`src/rtl/rnscmp_pkg.sv`:
```
package rnscmp_pkg;

    // Per-digit comparison outcome.
    typedef struct packed {
        logic e;    // digits equal
        logic c;    // first digit greater
    } digit_cmp_t;

    // Result word carried through the optional output stage.
    typedef struct packed {
        logic vld;
        logic eq;
        logic gt;
    } rnscmp_res_t;

endpackage

```
`src/rtl/rnscmp_m1_add.sv`:
```
// Three-operand adder modulo 2^N-1 with canonical output in [0, 2^N-2].
// Also produces (sum - 1) mod 2^N-1, selected by PARALLEL_DEC:
//   1: separate four-operand sum with the constant 2^N-2 (short path)
//   0: decrement applied to the reduced sum (less logic, longer path)
module rnscmp_m1_add #(
    parameter int N            = 4,
    parameter bit PARALLEL_DEC = 1'b1
) (
    input  logic [N-1:0] op_a,
    input  logic [N-1:0] op_b,
    input  logic [N-1:0] op_c,
    output logic [N-1:0] sum,
    output logic [N-1:0] sum_dec
);
    localparam int          SW    = N + 2;
    localparam logic [N-1:0] ALL1  = {N{1'b1}};
    localparam logic [N-1:0] DEC_K = {{(N-1){1'b1}}, 1'b0};

    // Reduce a value below 2^(N+2) modulo 2^N-1 by two end-around folds.
    function automatic logic [N-1:0] fold_m1(input logic [SW-1:0] s);
        logic [N:0]   t;
        logic [N-1:0] u;
        t = {1'b0, s[N-1:0]} + {{(N-1){1'b0}}, s[SW-1:N]};
        u = t[N-1:0] + {{(N-1){1'b0}}, t[N]};
        return (u == ALL1) ? '0 : u;
    endfunction

    logic [SW-1:0] raw_sum;

    always_comb begin
        raw_sum = {2'b00, op_a} + {2'b00, op_b} + {2'b00, op_c};
        sum     = fold_m1(raw_sum);
    end

    generate
        if (PARALLEL_DEC) begin : g_par_dec
            logic [SW-1:0] raw_dec;
            always_comb begin
                raw_dec = raw_sum + {2'b00, DEC_K};
                sum_dec = fold_m1(raw_dec);
            end
        end else begin : g_cas_dec
            always_comb begin
                sum_dec = (sum == '0) ? DEC_K : (sum - 1'b1);
            end
        end
    endgenerate

endmodule

```
`src/rtl/rnscmp_kernel.sv`:
```
// Converts one residue triple into the two upper mixed-radix digits.
// The lowest digit is the mod 2^N+1 residue itself.
module rnscmp_kernel #(
    parameter int N            = 4,
    parameter bit PARALLEL_DEC = 1'b1
) (
    input  logic [N-1:0] res_m1,   // mod 2^N-1
    input  logic [N-1:0] res_p2,   // mod 2^N
    input  logic [N:0]   res_p1,   // mod 2^N+1
    output logic [N-1:0] dig_hi,
    output logic [N-1:0] dig_mid
);
    localparam logic [N-1:0] HALF_M1 = {1'b0, {(N-1){1'b1}}};

    logic         top_flag;
    logic [N-1:0] low_bits;
    logic [N:0]   sub_w;
    logic         borrow;
    logic [N-1:0] term_1;
    logic [N-1:0] term_2;
    logic [N-1:0] term_3;
    logic [N-1:0] z_sum;
    logic [N-1:0] z_dec;

    always_comb begin
        top_flag = res_p1[N];
        low_bits = res_p1[N-1:0];
        sub_w    = {1'b0, res_p2} - {1'b0, low_bits};
        borrow   = sub_w[N];
        // times 2^(N-1) modulo 2^N-1 is a right rotate by one
        term_1   = top_flag ? HALF_M1 : {low_bits[0], low_bits[N-1:1]};
        // negation modulo 2^N-1 is bitwise inversion
        term_2   = ~res_p2;
        term_3   = {res_m1[0], res_m1[N-1:1]};
    end

    rnscmp_m1_add #(
        .N            (N),
        .PARALLEL_DEC (PARALLEL_DEC)
    ) u_add (
        .op_a    (term_1),
        .op_b    (term_2),
        .op_c    (term_3),
        .sum     (z_sum),
        .sum_dec (z_dec)
    );

    always_comb begin
        dig_hi  = borrow ? z_dec : z_sum;
        dig_mid = sub_w[N-1:0];
    end

endmodule

```
`src/rtl/rnscmp_mag.sv`:
```
// Unsigned magnitude compare of one digit pair.
module rnscmp_mag
    import rnscmp_pkg::*;
#(
    parameter int W = 4
) (
    input  logic [W-1:0] dig_x,
    input  logic [W-1:0] dig_y,
    output digit_cmp_t   res
);
    always_comb begin
        res.e = (dig_x == dig_y);
        res.c = (dig_x >  dig_y);
    end
endmodule

```
`src/rtl/rnscmp_lex.sv`:
```
// Lexicographic compare of two three-digit kernels, high digit first.
module rnscmp_lex
    import rnscmp_pkg::*;
#(
    parameter int N = 4
) (
    input  logic [N-1:0] hi_x,
    input  logic [N-1:0] hi_y,
    input  logic [N-1:0] mid_x,
    input  logic [N-1:0] mid_y,
    input  logic [N:0]   lo_x,
    input  logic [N:0]   lo_y,
    output logic         eq,
    output logic         gt
);
    digit_cmp_t c_hi;
    digit_cmp_t c_mid;
    digit_cmp_t c_lo;
    logic       gt_low2;

    rnscmp_mag #(.W(N))   u_hi  (.dig_x(hi_x),  .dig_y(hi_y),  .res(c_hi));
    rnscmp_mag #(.W(N))   u_mid (.dig_x(mid_x), .dig_y(mid_y), .res(c_mid));
    rnscmp_mag #(.W(N+1)) u_lo  (.dig_x(lo_x),  .dig_y(lo_y),  .res(c_lo));

    always_comb begin
        eq      = c_hi.e & c_mid.e & c_lo.e;
        gt_low2 = c_mid.e ? c_lo.c : c_mid.c;    // first mux
        gt      = c_hi.e  ? gt_low2 : c_hi.c;    // second mux
    end
endmodule

```
`src/rtl/rnscmp_top.sv`:
```
module rnscmp_top
    import rnscmp_pkg::*;
#(
    parameter int N            = 4,
    parameter bit REG_OUT      = 1'b1,
    parameter bit PARALLEL_DEC = 1'b1
) (
    input  logic         clk,
    input  logic         rst_n,
    input  logic         in_valid,
    input  logic [N-1:0] a_mlo,
    input  logic [N-1:0] a_mmid,
    input  logic [N:0]   a_mhi,
    input  logic [N-1:0] b_mlo,
    input  logic [N-1:0] b_mmid,
    input  logic [N:0]   b_mhi,
    output logic         out_valid,
    output logic         a_eq_b,
    output logic         a_gt_b
);
    localparam int OPS = 2;

    logic [OPS-1:0][N-1:0] mlo_v;
    logic [OPS-1:0][N-1:0] mmid_v;
    logic [OPS-1:0][N:0]   mhi_v;
    logic [OPS-1:0][N-1:0] hi_v;
    logic [OPS-1:0][N-1:0] mid_v;
    logic                  eq_c;
    logic                  gt_c;
    rnscmp_res_t           res_d;
    rnscmp_res_t           res_q;

    always_comb begin
        mlo_v[0]  = a_mlo;
        mlo_v[1]  = b_mlo;
        mmid_v[0] = a_mmid;
        mmid_v[1] = b_mmid;
        mhi_v[0]  = a_mhi;
        mhi_v[1]  = b_mhi;
    end

    for (genvar g = 0; g < OPS; g++) begin : g_op
        rnscmp_kernel #(
            .N            (N),
            .PARALLEL_DEC (PARALLEL_DEC)
        ) u_kern (
            .res_m1  (mlo_v[g]),
            .res_p2  (mmid_v[g]),
            .res_p1  (mhi_v[g]),
            .dig_hi  (hi_v[g]),
            .dig_mid (mid_v[g])
        );
    end

    rnscmp_lex #(.N(N)) u_lex (
        .hi_x  (hi_v[0]),
        .hi_y  (hi_v[1]),
        .mid_x (mid_v[0]),
        .mid_y (mid_v[1]),
        .lo_x  (a_mhi),
        .lo_y  (b_mhi),
        .eq    (eq_c),
        .gt    (gt_c)
    );

    always_comb begin
        res_d.vld = in_valid;
        res_d.eq  = in_valid & eq_c;
        res_d.gt  = in_valid & gt_c;
    end

    generate
        if (REG_OUT) begin : g_reg
            always_ff @(posedge clk or negedge rst_n) begin
                if (!rst_n) res_q <= '0;
                else        res_q <= res_d;
            end
        end else begin : g_comb
            always_comb res_q = res_d;
        end
    endgenerate

    assign out_valid = res_q.vld;
    assign a_eq_b    = res_q.eq;
    assign a_gt_b    = res_q.gt;

endmodule

```
`config.mk`:
```
export PLATFORM = sky130hd
export DESIGN_NAME = rnscmp_top
export DESIGN_NICKNAME = d
export VERILOG_FILES = /design/src/rtl/rnscmp_pkg.sv /design/src/rtl/rnscmp_m1_add.sv /design/src/rtl/rnscmp_kernel.sv /design/src/rtl/rnscmp_mag.sv /design/src/rtl/rnscmp_lex.sv /design/src/rtl/rnscmp_top.sv
export SDC_FILE = /design/constraint.sdc
export NUM_CORES = 1
export LEC_CHECK = 0
export BUFFER_PORTS_ARGS = -buffer_cell sky130_fd_sc_hd__buf_2
export CORE_UTILIZATION = 46
export CTS_BUF_LIST = sky130_fd_sc_hd__clkbuf_8
export DETAILED_ROUTE_END_ITERATION = 12
export HOLD_SLACK_MARGIN = 0.05
export PLACE_DENSITY = 0.74
export SYNTH_ARGS = -nofsm -noshare
export SYNTH_HDL_FRONTEND = slang
export SYNTH_HIERARCHICAL = 1
export SYNTH_SLANG_ARGS = --single-unit
```
`constraint.sdc`:
```
create_clock -name clk -period 0.8 [get_ports clk]
set_input_delay 0.12 -clock clk [delete_from_list [all_inputs] [get_ports clk]]
set_output_delay 0.12 -clock clk [all_outputs]
set_load 0.005 [all_outputs]
```
Word-level counts from Yosys, hierarchy flattened
Index checks and enable logic that the tools add are counted.

Memory bits (read-only): 0. Word-level logic and storage cells: 45. Bits in latches: 0. Register bits: 3. Output and inout bits: 3. Memory bits (writable): 0. Memories: 0.

Multiply operators: 0. Mux-type cells: 10. Shift operators: 0. Divide/modulo/power cells: 0. Reductions and logical operators: 0. Add/subtract/negate cells: 16. Order comparisons: 3. Bitwise gates (word level): 6. Equal/unequal tests: 7.

Operators with widths (number): 4-bit 2-to-1 mux (8); 4-bit by 2-bit adder with 5-bit output (4); 4-bit by 1-bit adder with 4-bit output (4); 4-bit == test, second input constant (4); 6-bit by 4-bit adder with 6-bit output (2); 6-bit by 4-bit adder with 6-bit output, second input constant (2); 4-bit by 4-bit adder with 5-bit output (2); 4-bit by 4-bit subtractor with 5-bit output (2); 4-bit == test (2); 4-bit greater-than comparator (2); 4-bit NOT (2); 5-bit == test (1); 5-bit greater-than comparator (1); 1-bit bitwise AND (4); 1-bit 2-to-1 mux (2).

Logic depth before layout (Yosys ltp)
Depth after elaboration: 13. Gate-level depth with buffers: 30. Mapped depth without buffers: 30.

Cells and area by module
Netlist, hierarchy kept.

By module, submodules not included: rnscmp_m1_add at g_op[1].u_kern.u_add (area each 739.5 µm², sequential area each 0.0 µm², cells an instance 85, instances 1); rnscmp_m1_add at g_op[0].u_kern.u_add (area each 738.2 µm², sequential area each 0.0 µm², cells an instance 85, instances 1); rnscmp_kernel (area each 230.2 µm², sequential area each 0.0 µm², cells an instance 29, instances 2); rnscmp_mag at u_lex.u_hi ... (area each 108.9 µm², sequential area each 0.0 µm², cells an instance 13, instances 2); rnscmp_mag at u_lex.u_lo (area each 142.6 µm², sequential area each 0.0 µm², cells an instance 19, instances 1); rnscmp_top (area each 87.6 µm², sequential area each 75.1 µm², cells an instance 5, instances 1); rnscmp_lex (area each 26.3 µm², sequential area each 0.0 µm², cells an instance 4, instances 1).

Worst setup path after synthesis
Ideal clock, no wire load.

Path type: input -> register. Start point: in b_mhi[1]. End point: reg res_q, in the netlist a_gt_b. Library setup time: 0.119 ns. Buffers on the path: 0. Data required time: 0.681 ns. Arrival time: 5.405 ns. Stages: 29. Path slack: -4.724 ns. Cells stage by stage: or2_2 > ha_1 > inv_1 > fa_1 > inv_1 > fa_1 > inv_1 > ha_1 > inv_1 > o21ai_0 > xor2_1 > inv_1 > fa_1 > nor3_1 > ha_1 > nor3b_2 > xnor3_1 > xnor2_1 > or2_1 > and2_2 > mux2_2 > inv_1 > ha_1 > nor2b_2 > o211ai_2 > a21oi_2 > nor2_1 > a21oi_1 > and2_1.

RTL lines: from (decl) (line rnscmp_top.sv:16) `input logic [N:0] b_mhi,`; to (signal assigned) (line rnscmp_top.sv:76) `else res_q <= res_d;`; to (decl) (line rnscmp_top.sv:31) `rnscmp_res_t res_q;`.

==> metrics.yaml <==
status:
  status: "complete, but fails checks"
  violations: "setup timing"
sta:
  setup_tns_ps: -8683
  setup_viol: 2
  rsz0062_at_grt: "true"
  worst_slack_ps: -4365
  worst_pin_slew_ps: 313.0
  max_freq_ghz: 0.1936
  finalCritPeriodShare_pct: 645.7
  slew_headroom_pct: 78.98
  min_period_ps: 5165
  finalMaxSlewViolations: 0
  finalHoldViolCount: 0
clock_network:
  clkTransAtPathRegs_ps: 30
  numCtsBuffers: 3
  clock_path_buffers: 2
  cts_root_buf: "clkbuf_8"
  cts_tree: "yes"
  htreeDepth: 1
  clock-sinks: 3
layout:
  layout_commonest_cell: "buf_4"
  diodes: 0
  utilization_pct: 76.05
  drive_gt1_share_pct: 53.50
  final_cell_mix: "buf_4 (81), inv_1 (42), ha_1 (37)"
  fin_nets: 495
  area_growth_pct: 53.84
min_path:
  holdPathStages: 2
  worstHoldStart: "in_valid"
  whs_endpoint: "a_gt_b"
  hold_class: "in -> reg"
global_route:
  overflow: 0
  grt_pass1_vias: 2498
  antenna_found_initial: 0
  grt_pass1_wl_um: 10160
  globalRouteTotalUtil_pct: 23.69
  grt_max_degree: 6
place:
  detailed_place_hpwl_um: 4715
  gp_congestion: 0.7727
  io_buffers: 31
  place_ws_ps: -4598
logic_synthesis:
  synth_area_um2: 2412
  synth.distinct_cells: 42
  synth_seq_area_share_pct: 3.112
  syn_inst: 282
  avgSynthCellArea_um2: 8.554
  ys_ff_latch: 3
  async_flop_share_pct: 100.0
  synth_edf_count: 0
  synth_nets: 376
  synth_ff_type: "dfrtp_1"
  yosys_warnings: 6
setup_path:
  crit_path_start_kind: "primary input"
  cp.required_ps: 900
  cp_max_fo: 5
  arrival_ps: 5260
  endpoint_kind: "flop"
  path_class: "in -> reg"
detailed_routing:
  drc: 0
  avgViaCountPerCell: 4.925
  wl_per_cell_um: 13.39
  vias: 2300
  dr.pass1.iters: 4
  wirelength_um: 6255
  drt_iter0_drc: 43
  postRouteAntennaNets: 0
floorplanning:
  rows: 25
  fp.coreArea_um2: 4880
  io_pins: 32
  start_util_pct: 49.44
  dieArea_um2: 5538
  die-width_um: 74.42
  die_h_um: 74.42
power_and_ir_drop:
  leakage_nw: 1.908
  power_density_nw_per_um2: 3690
  peakVddDrop_mv: 2.058
  p_total_mw: 13.69
job:
  maxCapViolations: 0
==> layout make-up <==
type / count / area [um^2]
Timing Repair Buffer: 114 / 812.0
Tap cell: 67 / 83.83
Inverter: 55 / 211.5
Multi-Input combinational cell: 224 / 2484
Sequential cell: 3 / 75.07
Fill cell: 340 / 1169
Clock buffer: 3 / 41.29
Clock inverter: 1 / 3.754
==> state kept, by name (all words and copies together) (netlist names) <==
register   count
a_gt_b         1
out_valid      1
a_eq_b         1
==> cells in the mapped netlist (3+ instances only) <==
| master | n | area, um^2 |
|---|---|---|
| and2_1 | 5 | 31.28 |
| dfrtp_1 | 3 | 75.07 |
| and2_2 | 3 | 22.52 |
| nor2b_1 | 4 | 25.02 |
| nor2_1 | 9 | 33.78 |
| xnor2_1 | 21 | 183.9 |
| nor3_1 | 4 | 20.02 |
| ha_1 | 55 | 688.2 |
| or2_2 | 6 | 37.54 |
| inv_1 | 55 | 206.5 |
| a21boi_0 | 6 | 45.04 |
| a21oi_1 | 16 | 80.08 |
| fa_1 | 10 | 200.2 |
| o21ai_0 | 4 | 20.02 |
| nand2_1 | 9 | 33.78 |
| xor2_1 | 11 | 96.34 |
| mux2_2 | 8 | 90.09 |
| a21o_1 | 6 | 45.04 |
| and3_1 | 3 | 18.77 |
| nand3_1 | 6 | 30.03 |
| nor3b_1 | 3 | 22.52 |
==> routing by layer <==
layer,GRT usage (%),up-vias,routed length [um]
li1,-,1174,-
met1,25.25,1067,2554
met2,47.85,45,3426
met3,1.762,14,138
met4,8.386,0,136
met5,0,-,0
==> worst max-delay path: stages <==
cell	delay, ps
buf_8	80
or2_4	110
ha_4	130
inv_2	40
fa_2	520
inv_2	50
fa_2	430
a21o_1	210
a21oi_2	160
xnor2_2	190
xnor2_1	170
ha_2	210
inv_2	50
fa_2	360
nor3_2	130
ha_2	200
nor3b_2	160
xnor3_1	240
xnor2_1	230
and2b_1	220
mux2_2	280
ha_1	340
and4_4	210
buf_6	120
and3_4	160
and2_1	140
==> stage by stage <==
step           hold slack (ps)  std cells  cell area (um^2)
2_1_floorplan           -175.6        282              2613
4_1_cts                  145.3        464              3603
3_5_place_dp            -82.78        447              3354
6_report                 159.2        467              3711
5_1_grt                  183.0        467              3711
3_3_place_gp            -84.70        447              3354
==> worst max path at each step <==
stage	startpoint	slack [ps]	endpoint
finish	a_mhi[4]	-4370	a_eq_b
global route	a_mhi[4]	-4640	a_gt_b
CTS	a_mhi[4]	-4260	a_gt_b
detailed placement	a_mhi[4]	-4600	a_gt_b
global placement	a_mhi[4]	-4490	a_gt_b
floorplan	b_mhi[1]	-4190	a_gt_b
==> power by group <==
group	internal (mW)	switching [mW]	leakage [nW]
registers	0.186	0.00327	0.0387
logic	7.41	5.68	1.84
clock network	0.326	0.0885	0.0269
==> cell families after synthesis <==
group	synth area share, %
and+or+nand+nor	16.80
adders and majority gates	36.83
buffers and inverters	8.558
AOI/OAI and AO/OA	13.43
xor gates and xnor gates	17.12
muxes	4.150
DFF	3.112
==> timing repair <==
action                                 in CTS  in global routing
pin swaps                                  41                 18
endpoints found under the hold margin       4                  0
buffers inserted                           11                  3
gates cloned                                0                  0
gates resized for setup                    17                 20
setup endpoints to repair                   3                  5
hold buffers                                2                  0
Note: power is estimated with default switching activity, not from simulation.
